$ cat config.mk
export PLATFORM = sky130hd
export DESIGN_NAME = i2cs_regport
export DESIGN_NICKNAME = d
export VERILOG_FILES = /design/src/rtl/i2cs_pkg.sv /design/src/rtl/i2cs_sync.sv /design/src/rtl/i2cs_cond.sv /design/src/rtl/i2cs_engine.sv /design/src/rtl/i2cs_regport.sv
export SDC_FILE = /design/constraint.sdc
export NUM_CORES = 1
export LEC_CHECK = 0
export ABC_AREA = 0
export BUFFER_PORTS_ARGS = -buffer_cell sky130_fd_sc_hd__buf_2
export CAP_MARGIN = 0
export CORE_MARGIN = 4
export CORE_UTILIZATION = 30
export CTS_BUF_LIST = sky130_fd_sc_hd__clkbuf_4
export DETAILED_ROUTE_END_ITERATION = 6
export SLEW_MARGIN = 40
export SYNTH_ARGS = -nofsm -noshare
export SYNTH_HDL_FRONTEND = slang
export SYNTH_SLANG_ARGS = --single-unit
export TNS_END_PERCENT = 20
$ cat constraint.sdc
create_clock -name clk -period 6 [get_ports clk]
set_clock_uncertainty 0.1 [all_clocks]
set_input_delay 0.9 -clock clk [delete_from_list [all_inputs] [get_ports clk]]
set_output_delay 0.9 -clock clk [all_outputs]
set_load 0.02 [all_outputs]
$ cat src/rtl/i2cs_pkg.sv
package i2cs_pkg;

  typedef enum logic [2:0] {
    PH_IDLE,
    PH_ADDR,
    PH_REG,
    PH_WR,
    PH_RD,
    PH_SKIP
  } phase_t;

endpackage

$ cat src/rtl/i2cs_sync.sv
module i2cs_sync #(
  parameter int STAGES = 2,
  parameter int WIDTH  = 2
) (
  input  logic             clk,
  input  logic             rst,
  input  logic [WIDTH-1:0] din,
  output logic [WIDTH-1:0] dout
);

  genvar g;
  generate
    for (g = 0; g < WIDTH; g++) begin : g_bit
      logic [STAGES-1:0] chain;
      always_ff @(posedge clk) begin
        if (rst) chain <= '1;
        else     chain <= {chain[STAGES-2:0], din[g]};
      end
      assign dout[g] = chain[STAGES-1];
    end
  endgenerate

endmodule

$ cat src/rtl/i2cs_cond.sv
module i2cs_cond (
  input  logic clk,
  input  logic rst,
  input  logic scl_s,
  input  logic sda_s,
  output logic scl_lvl,
  output logic sda_lvl,
  output logic scl_rise,
  output logic scl_fall,
  output logic start_p,
  output logic stop_p
);

  logic scl_q, sda_q;

  always_ff @(posedge clk) begin
    if (rst) begin
      scl_q    <= 1'b1;
      sda_q    <= 1'b1;
      scl_lvl  <= 1'b1;
      sda_lvl  <= 1'b1;
      scl_rise <= 1'b0;
      scl_fall <= 1'b0;
      start_p  <= 1'b0;
      stop_p   <= 1'b0;
    end else begin
      scl_q    <= scl_s;
      sda_q    <= sda_s;
      scl_lvl  <= scl_s;
      sda_lvl  <= sda_s;
      scl_rise <= scl_s & ~scl_q;
      scl_fall <= ~scl_s & scl_q;
      start_p  <= scl_s & scl_q & sda_q & ~sda_s;
      stop_p   <= scl_s & scl_q & ~sda_q & sda_s;
    end
  end

endmodule

$ cat src/rtl/i2cs_engine.sv
module i2cs_engine
  import i2cs_pkg::*;
#(
  parameter int              DATA_W    = 8,
  parameter int              ADDR_W    = 8,
  parameter logic [DATA_W-4:0] PREFIX  = 5'b10110,
  parameter logic [ADDR_W-1:0] RESET_REG = 8'h7F,
  parameter logic [DATA_W-1:0] RESET_VAL = 8'h00
) (
  input  logic              clk,
  input  logic              rst,
  input  logic              scl_lvl,
  input  logic              sda_lvl,
  input  logic              scl_rise,
  input  logic              scl_fall,
  input  logic              start_p,
  input  logic              stop_p,
  input  logic [1:0]        strap,
  input  logic [DATA_W-1:0] reg_rdata,
  output logic              sda_oe,
  output logic [ADDR_W-1:0] reg_addr,
  output logic [DATA_W-1:0] reg_wdata,
  output logic              reg_we,
  output logic              reg_re,
  output logic              soft_rst
);

  localparam int CNT_W = $clog2(DATA_W + 1);
  localparam logic [CNT_W-1:0] FULL = CNT_W'(DATA_W);

  phase_t            phase, ph_next;
  logic [CNT_W-1:0]  cnt;
  logic              in_ack;
  logic              mack;
  logic              cap;
  logic [DATA_W-1:0] sh, tx;
  logic [DATA_W-2:0] dev;

  assign dev = {PREFIX, strap};

  always_ff @(posedge clk) begin
    if (rst) begin
      phase     <= PH_IDLE;
      ph_next   <= PH_IDLE;
      cnt       <= '0;
      in_ack    <= 1'b0;
      mack      <= 1'b0;
      cap       <= 1'b0;
      sh        <= '0;
      tx        <= '0;
      sda_oe    <= 1'b0;
      reg_addr  <= '0;
      reg_wdata <= '0;
      reg_we    <= 1'b0;
      reg_re    <= 1'b0;
      soft_rst  <= 1'b0;
    end else begin
      reg_we   <= 1'b0;
      reg_re   <= 1'b0;
      soft_rst <= 1'b0;
      cap      <= reg_re;
      if (cap) tx <= reg_rdata;

      if (start_p) begin
        phase  <= PH_ADDR;
        cnt    <= '0;
        in_ack <= 1'b0;
        sda_oe <= 1'b0;
      end else if (stop_p) begin
        phase  <= PH_IDLE;
        cnt    <= '0;
        in_ack <= 1'b0;
        sda_oe <= 1'b0;
      end else if (phase == PH_RD) begin
        // target transmits, master acknowledges
        if (scl_rise) begin
          if (in_ack) begin
            mack <= ~sda_lvl;
            if (!sda_lvl) begin
              reg_addr <= reg_addr + 1'b1;
              reg_re   <= 1'b1;
            end
          end else begin
            cnt <= cnt + 1'b1;
          end
        end else if (scl_fall) begin
          if (in_ack) begin
            in_ack <= 1'b0;
            cnt    <= '0;
            if (mack) begin
              sda_oe <= ~tx[DATA_W-1];
            end else begin
              sda_oe <= 1'b0;
              phase  <= PH_SKIP;
            end
          end else if (cnt == FULL) begin
            sda_oe <= 1'b0;
            in_ack <= 1'b1;
          end else if (cnt != '0) begin
            sda_oe <= ~tx[DATA_W-2];
            tx     <= tx << 1;
          end
        end
      end else if (phase == PH_ADDR || phase == PH_REG || phase == PH_WR) begin
        // target receives and acknowledges
        if (scl_rise && !in_ack && cnt < FULL) begin
          sh  <= {sh[DATA_W-2:0], sda_lvl};
          cnt <= cnt + 1'b1;
        end else if (scl_fall && in_ack) begin
          in_ack <= 1'b0;
          cnt    <= '0;
          phase  <= ph_next;
          sda_oe <= (ph_next == PH_RD) ? ~tx[DATA_W-1] : 1'b0;
        end else if (scl_fall && cnt == FULL) begin
          case (phase)
            PH_ADDR: begin
              if (sh[DATA_W-1:1] == dev) begin
                sda_oe  <= 1'b1;
                in_ack  <= 1'b1;
                ph_next <= sh[0] ? PH_RD : PH_REG;
                if (sh[0]) reg_re <= 1'b1;
              end else begin
                phase <= PH_SKIP;
              end
            end
            PH_REG: begin
              reg_addr <= sh[ADDR_W-1:0];
              sda_oe   <= 1'b1;
              in_ack   <= 1'b1;
              ph_next  <= PH_WR;
            end
            default: begin
              reg_we    <= 1'b1;
              reg_wdata <= sh;
              soft_rst  <= (reg_addr == RESET_REG) && (sh == RESET_VAL);
              sda_oe    <= 1'b1;
              in_ack    <= 1'b1;
              ph_next   <= PH_SKIP;
            end
          endcase
        end
      end
    end
  end

  // the reset pulse accompanies the matching register write
  a_r10_soft_with_write: assert property (@(posedge clk) disable iff (rst)
    soft_rst |-> (reg_we && reg_addr == RESET_REG && reg_wdata == RESET_VAL));

  // the reset pulse lasts a single cycle
  a_r10_soft_one_cycle: assert property (@(posedge clk) disable iff (rst)
    soft_rst |=> !soft_rst);

  // SDA drive changes only while SCL is low (bus conditions excepted)
  a_r11_oe_scl_low: assert property (@(posedge clk) disable iff (rst)
    ((sda_oe != $past(sda_oe)) && !$past(start_p) && !$past(stop_p)) |-> !scl_lvl);

  // register writes are committed while SCL is low
  a_r4_we_scl_low: assert property (@(posedge clk) disable iff (rst)
    reg_we |-> !scl_lvl);

  // an ignoring target keeps SDA released
  a_r8_skip_quiet: assert property (@(posedge clk) disable iff (rst)
    (phase == PH_SKIP) |-> !sda_oe);

  // no cycle both reads and writes the register file
  a_r6_we_re_excl: assert property (@(posedge clk) disable iff (rst)
    !(reg_we && reg_re));

  // bit counter never passes one byte
  a_r2_cnt_range: assert property (@(posedge clk) disable iff (rst)
    cnt <= FULL);

endmodule

$ cat src/rtl/i2cs_regport.sv
module i2cs_regport #(
  parameter int SYNC_STAGES = 2,
  parameter int DATA_W      = 8,
  parameter int ADDR_W      = 8
) (
  input  logic              clk,
  input  logic              rst,
  input  logic              scl_i,
  input  logic              sda_i,
  input  logic [1:0]        strap_i,
  output logic              sda_oe,
  output logic [ADDR_W-1:0] reg_addr,
  output logic [DATA_W-1:0] reg_wdata,
  output logic              reg_we,
  output logic              reg_re,
  input  logic [DATA_W-1:0] reg_rdata,
  output logic              soft_rst
);

  logic [1:0] bus_s;
  logic scl_lvl, sda_lvl, scl_rise, scl_fall, start_p, stop_p;

  i2cs_sync #(.STAGES(SYNC_STAGES), .WIDTH(2)) u_sync (
    .clk  (clk),
    .rst  (rst),
    .din  ({scl_i, sda_i}),
    .dout (bus_s)
  );

  i2cs_cond u_cond (
    .clk      (clk),
    .rst      (rst),
    .scl_s    (bus_s[1]),
    .sda_s    (bus_s[0]),
    .scl_lvl  (scl_lvl),
    .sda_lvl  (sda_lvl),
    .scl_rise (scl_rise),
    .scl_fall (scl_fall),
    .start_p  (start_p),
    .stop_p   (stop_p)
  );

  i2cs_engine #(.DATA_W(DATA_W), .ADDR_W(ADDR_W)) u_engine (
    .clk       (clk),
    .rst       (rst),
    .scl_lvl   (scl_lvl),
    .sda_lvl   (sda_lvl),
    .scl_rise  (scl_rise),
    .scl_fall  (scl_fall),
    .start_p   (start_p),
    .stop_p    (stop_p),
    .strap     (strap_i),
    .reg_rdata (reg_rdata),
    .sda_oe    (sda_oe),
    .reg_addr  (reg_addr),
    .reg_wdata (reg_wdata),
    .reg_we    (reg_we),
    .reg_re    (reg_re),
    .soft_rst  (soft_rst)
  );

endmodule

==> Flow_metrics.wiki <==
{| class="wikitable"
! Metric !! Value
|-
| Outcome || finished, final reports clean
|-
| Total number of vias || ~2400
|-
| Placed cell area || between 0.002 and 0.003 mm2
|-
| Clock edge transition at the registers on the reported setup and hold paths || between 0.1 and 0.15 ns
|-
| Transition time at the pin with the least slew margin || around 0.62 ns
|-
| Setup WS post-layout || between 3 and 4 ns
|-
| DRC violation count after routing || 0
|-
| Crit share post-route || about two fifths
|-
| Net Sw Frac || a little under a quarter
|-
| Remaining max-slew budget at the tightest pin || 58.6%
|-
| Vias in the first global route || approximately 2200
|-
| Average detailed-routed wire length per instance || about 13 um
|-
| Antenna cell count || 0
|-
| Worst setup path endpoint || u_engine.reg_addr[1]$_SDFFE_PP0P_
|-
| Mapped Nets || approximately 330
|-
| Number of H-tree levels || 3
|-
| Setup Viol. Count Final || 0
|-
| Starting density of the core || about 31%
|-
| Top cells by area, synth || sky130_fd_sc_hd__dfxtp_1, sky130_fd_sc_hd__mux2i_1, sky130_fd_sc_hd__nor2_1
|-
| Total clock sinks || 59
|-
| Share of Yosys cell area claimed by the top area cell type || between 40% and 50%
|-
| Max cap viols || 0
|-
| Internal Dissipation || 572 uW
|-
| Initial DRC Count || 128
|-
| Multiplexer fraction of the synthesized cell area || approximately 9.8%
|-
| Buffer type at the clock tree root || sky130_fd_sc_hd__clkbuf_4
|-
| Share of post-route cells with drive strength above 1 || between 20 and 25%
|-
| Worst reg2reg endpoint || u_engine.reg_addr[1]$_SDFFE_PP0P_
|-
| Fraction of power consumed by the clock network || 44.2%
|-
| Min-delay worst type || reg2reg
|-
| Total clock buffers created by CTS || 9
|-
| Power density over the cells || about 240 mW/mm2
|-
| Detailed-route wire length || 6070 um
|-
| Design area || 0.00316 mm2
|-
| Hold buffers post-CTS || 0
|-
| Number of synthesis warnings || 0
|-
| Share of the synthesized area in compound gates (AO/OA/AOI/OAI) || 16.0%
|-
| Final-report hold violation count || 0
|-
| Pre-antenna DRT Iters || 4
|-
| Setup slack of the worst register-to-register path || between 3 and 4 ns
|-
| Synth Instances || a little over 300
|-
| Number of top-level pins || 34
|-
| Origin of the worst setup path || u_engine.phase[2]$_SDFFE_PP0P_
|-
| Worst Setup End Kind || flop
|-
| Worst Setup Path Type || reg2reg
|-
| Layout net count || about 360
|-
| CP Data Arrival Time || 2.63 ns
|-
| Global-route wire length before repair || between 10000 and 15000 um
|-
| Post-Route Hold Slack || 0.322 ns
|-
| Maximum fanout along the worst path || 15
|-
| Floorplan die height || about 100 um
|-
| Number of rows created at floorplan || 34
|-
| Number of unique standard cell types used by synthesis || between 50 and 60
|-
| Number of synthesized flops with an enable pin || 0
|-
| Area share of xor/xnor cells in the synthesized design || less than 1%
|-
| Origin of the critical flop-to-flop path || u_engine.phase[2]$_SDFFE_PP0P_
|-
| Min cycle time layout || about 2.4 ns
|-
| Flops & latches, synth || slightly below 60
|-
| Floorplan die area || about 0.011 mm2
|-
| Area leader, netlist || sky130_fd_sc_hd__dfxtp_1
|-
| Insertion delay of the later-clocked pin in the worst-skew pair || about 0.4 ns
|-
| Total of cells resized after clock tree synthesis || 0
|-
| Post-synthesis sequential area ratio || 42.8%
|-
| Max Buffers Root-to-Sink || 2
|-
| Average vias per placed instance || 5.22
|-
| Total GRT Usage || 11.7%
|-
| Total Neg Setup Slack || 0 ns
|-
| Register share of total power || between 50 and 60%
|-
| Post-synth ARST share || 0%
|-
| Worst IR Drop VDD || 0.104 mV
|-
| Post-CTS setup buffer count || 0
|-
| Kind of start point of the critical path || flop
|-
| RSZ-0062 raised after global routing || no
|-
| IO buf count || 33
|-
| Most used flip-flop cell after synthesis || sky130_fd_sc_hd__dfxtp_1
|-
| Leakage power figure || 0.00121 uW
|-
| Die X || approximately 100 um
|-
| R2R depth || 5
|-
| Detailed placer's ending HPWL || ~4300 um
|-
| Post-synthesis cell area || between 0.002 and 0.003 mm2
|-
| Synthesis-to-finish area growth || 14.6%
|-
| Gp weighted congestion || 0.894
|-
| Worst EP required || 6.23 ns
|-
| Core footprint || 0.00885 mm2
|-
| Leftover overflow at the end of global routing || 0
|-
| Clock tree from TritonCTS || built
|-
| Average size of a mapped cell || approximately 9.0 um2
|-
| Relative contribution of combinational cells to total power || ~2.6%
|-
| Synthesized-area fraction occupied by adder cells || 1.36%
|-
| Basic-gate share of the synthesized area counting and, or, nand and nor cells || about 25%
|-
| Post-placement setup slack || about 3.5 ns
|-
| Pin count of the biggest net entering global routing || around 50
|-
| Maximum frequency from static timing analysis || about 0.42 GHz
|-
| Number of antenna violations at the first check in global routing || 0
|-
| Number of nets still failing antenna checks after routing || 0
|-
| Number of pins exceeding their max-slew limit in the final report || 0
|-
| Largest family of logic cells by synthesized area || simple AND/OR/NAND/NOR gates
|-
| Switching pwr || about 170 uW
|}
==> power by group through the flow <==
stage,Sequential (uW),Combinational (uW),Clock [uW]
2_1_floorplan,404,12.2,0
3_3_place_gp,404,19.3,0
3_5_place_dp,404,19.7,0
4_1_cts,396,19.7,339
5_1_grt,396,21.8,356
6_report,396,19.4,329
==> per-stage QoR <==
stage / power [uW] / utilization (%) / instances
global placement: 424 / 33.7 / 435
detailed placement: 424 / 33.7 / 435
finish: 744 / 35.7 / 451
global route: 774 / 35.7 / 451
CTS: 754 / 35.6 / 451
floorplan: 416 / - / 308
==> worst max-delay path: stages (launching register included) <==
cell and delay [ns]:
sky130_fd_sc_hd__dfxtp_1 0.41, sky130_fd_sc_hd__nor3b_4 0.54, sky130_fd_sc_hd__nand4_1 0.31, sky130_fd_sc_hd__a221oi_2 0.62
sky130_fd_sc_hd__nor2_1 0.09, sky130_fd_sc_hd__a311oi_1 0.25
==> sequential cells by signal, summed over array words and instances, names as in the netlist <==
name	count
u_cond.sda_lvl	1
u_cond.scl_q	1
u_engine.mack	1
u_cond.scl_fall	1
u_engine.sda_oe	1
u_cond.scl_rise	1
u_engine.ph_next	3
u_engine.cap	1
u_engine.cnt	4
u_engine.phase	3
u_engine.tx	8
u_cond.start_p	1
u_sync.g_bit.chain	4
u_engine.reg_wdata	8
u_engine.sh	8
u_engine.in_ack	1
u_engine.reg_addr	8
u_engine.soft_rst	1
u_engine.reg_re	1
u_engine.reg_we	1
u_cond.stop_p	1
==> placed cells by master, fill, tap and decap left out, types with 4 or more instances in the layout <==
| master | synthesis | final |
|---|---|---|
| sky130_fd_sc_hd__a211oi_2 | 7 | 7 |
| sky130_fd_sc_hd__a21oi_1 | 19 | 19 |
| sky130_fd_sc_hd__and2_1 | 4 | 4 |
| sky130_fd_sc_hd__buf_2 | 1 | 32 |
| sky130_fd_sc_hd__clkbuf_4 | 0 | 9 |
| sky130_fd_sc_hd__dfxtp_1 | 59 | 59 |
| sky130_fd_sc_hd__inv_1 | 11 | 11 |
| sky130_fd_sc_hd__mux2i_1 | 27 | 27 |
| sky130_fd_sc_hd__nand2_1 | 20 | 20 |
| sky130_fd_sc_hd__nand3_1 | 7 | 7 |
| sky130_fd_sc_hd__nand3b_1 | 5 | 5 |
| sky130_fd_sc_hd__nand4_1 | 4 | 4 |
| sky130_fd_sc_hd__nor2_1 | 40 | 40 |
| sky130_fd_sc_hd__nor2b_1 | 5 | 5 |
| sky130_fd_sc_hd__nor3_1 | 6 | 6 |
| sky130_fd_sc_hd__nor3b_1 | 5 | 5 |
| sky130_fd_sc_hd__nor4_1 | 4 | 4 |
| sky130_fd_sc_hd__o21ai_0 | 16 | 16 |
| sky130_fd_sc_hd__or2_2 | 7 | 7 |
| sky130_fd_sc_hd__or3_1 | 5 | 5 |
==> area by class of cell <==
type / instances / area, um2
flip-flops and latches: 59 / 1180
clock buffers: 9 / 67.6
clock inverters: 7 / 101
multi-input cells: 224 / 1470
fillers: 941 / 5690
well taps: 108 / 135
repair buffers: 33 / 168
inverters: 11 / 41.3
==> worst min path at each step <==
stage	startpoint	to	depth (start not counted)
finish	u_sync.g_bit[0].chain[0]$_SDFF_PP1_	u_sync.g_bit[0].chain[1]$_SDFF_PP1_	1
CTS	u_sync.g_bit[0].chain[0]$_SDFF_PP1_	u_sync.g_bit[0].chain[1]$_SDFF_PP1_	1
detailed placement	u_sync.g_bit[0].chain[0]$_SDFF_PP1_	u_sync.g_bit[0].chain[1]$_SDFF_PP1_	1
global placement	u_sync.g_bit[0].chain[0]$_SDFF_PP1_	u_sync.g_bit[0].chain[1]$_SDFF_PP1_	1
global route	u_sync.g_bit[0].chain[0]$_SDFF_PP1_	u_sync.g_bit[0].chain[1]$_SDFF_PP1_	1
floorplan	u_sync.g_bit[0].chain[0]$_SDFF_PP1_	u_sync.g_bit[0].chain[1]$_SDFF_PP1_	1
==> routing by layer <==
layer / global-route usage, % / wire [um]
met5: 0 / 0
met4: 5.22 / 104
met3: 3.91 / 383
met2: 16.3 / 2620
met1: 16.3 / 2970
==> Yosys cell counts (2+ instances only) <==
library cell                number
sky130_fd_sc_hd__xnor2_1         3
sky130_fd_sc_hd__nor4_1          4
sky130_fd_sc_hd__clkbuf_1        9
sky130_fd_sc_hd__and2_1          4
sky130_fd_sc_hd__nand3_1         7
sky130_fd_sc_hd__nand2_1        20
sky130_fd_sc_hd__buf_6           3
sky130_fd_sc_hd__ha_1            3
sky130_fd_sc_hd__o2bb2ai_1       2
sky130_fd_sc_hd__or3_1           5
sky130_fd_sc_hd__a211oi_2        7
sky130_fd_sc_hd__nor2b_1         5
sky130_fd_sc_hd__nand4b_1        2
sky130_fd_sc_hd__nand3b_1        5
sky130_fd_sc_hd__or2_2           7
sky130_fd_sc_hd__inv_1          11
sky130_fd_sc_hd__a31oi_1         2
sky130_fd_sc_hd__nor3_1          6
sky130_fd_sc_hd__a211oi_1        3
sky130_fd_sc_hd__dfxtp_1        59
sky130_fd_sc_hd__mux2i_1        27
sky130_fd_sc_hd__and3_1          3
sky130_fd_sc_hd__nand4_1         4
sky130_fd_sc_hd__nor3b_1         5
sky130_fd_sc_hd__a21oi_1        19
sky130_fd_sc_hd__o21ai_0        16
sky130_fd_sc_hd__nor2_1         40
sky130_fd_sc_hd__o311ai_0        2
==> kinds of logic after synthesis <==
family                     Yosys count
xor gates and xnor gates             3
buffers and inverters               25
and+or+nand+nor                    128
AOI/OAI and AO/OA                   63
adders and majority gates            3
DFF                                 59
muxes                               27
(Power assumes the default switching activity.)
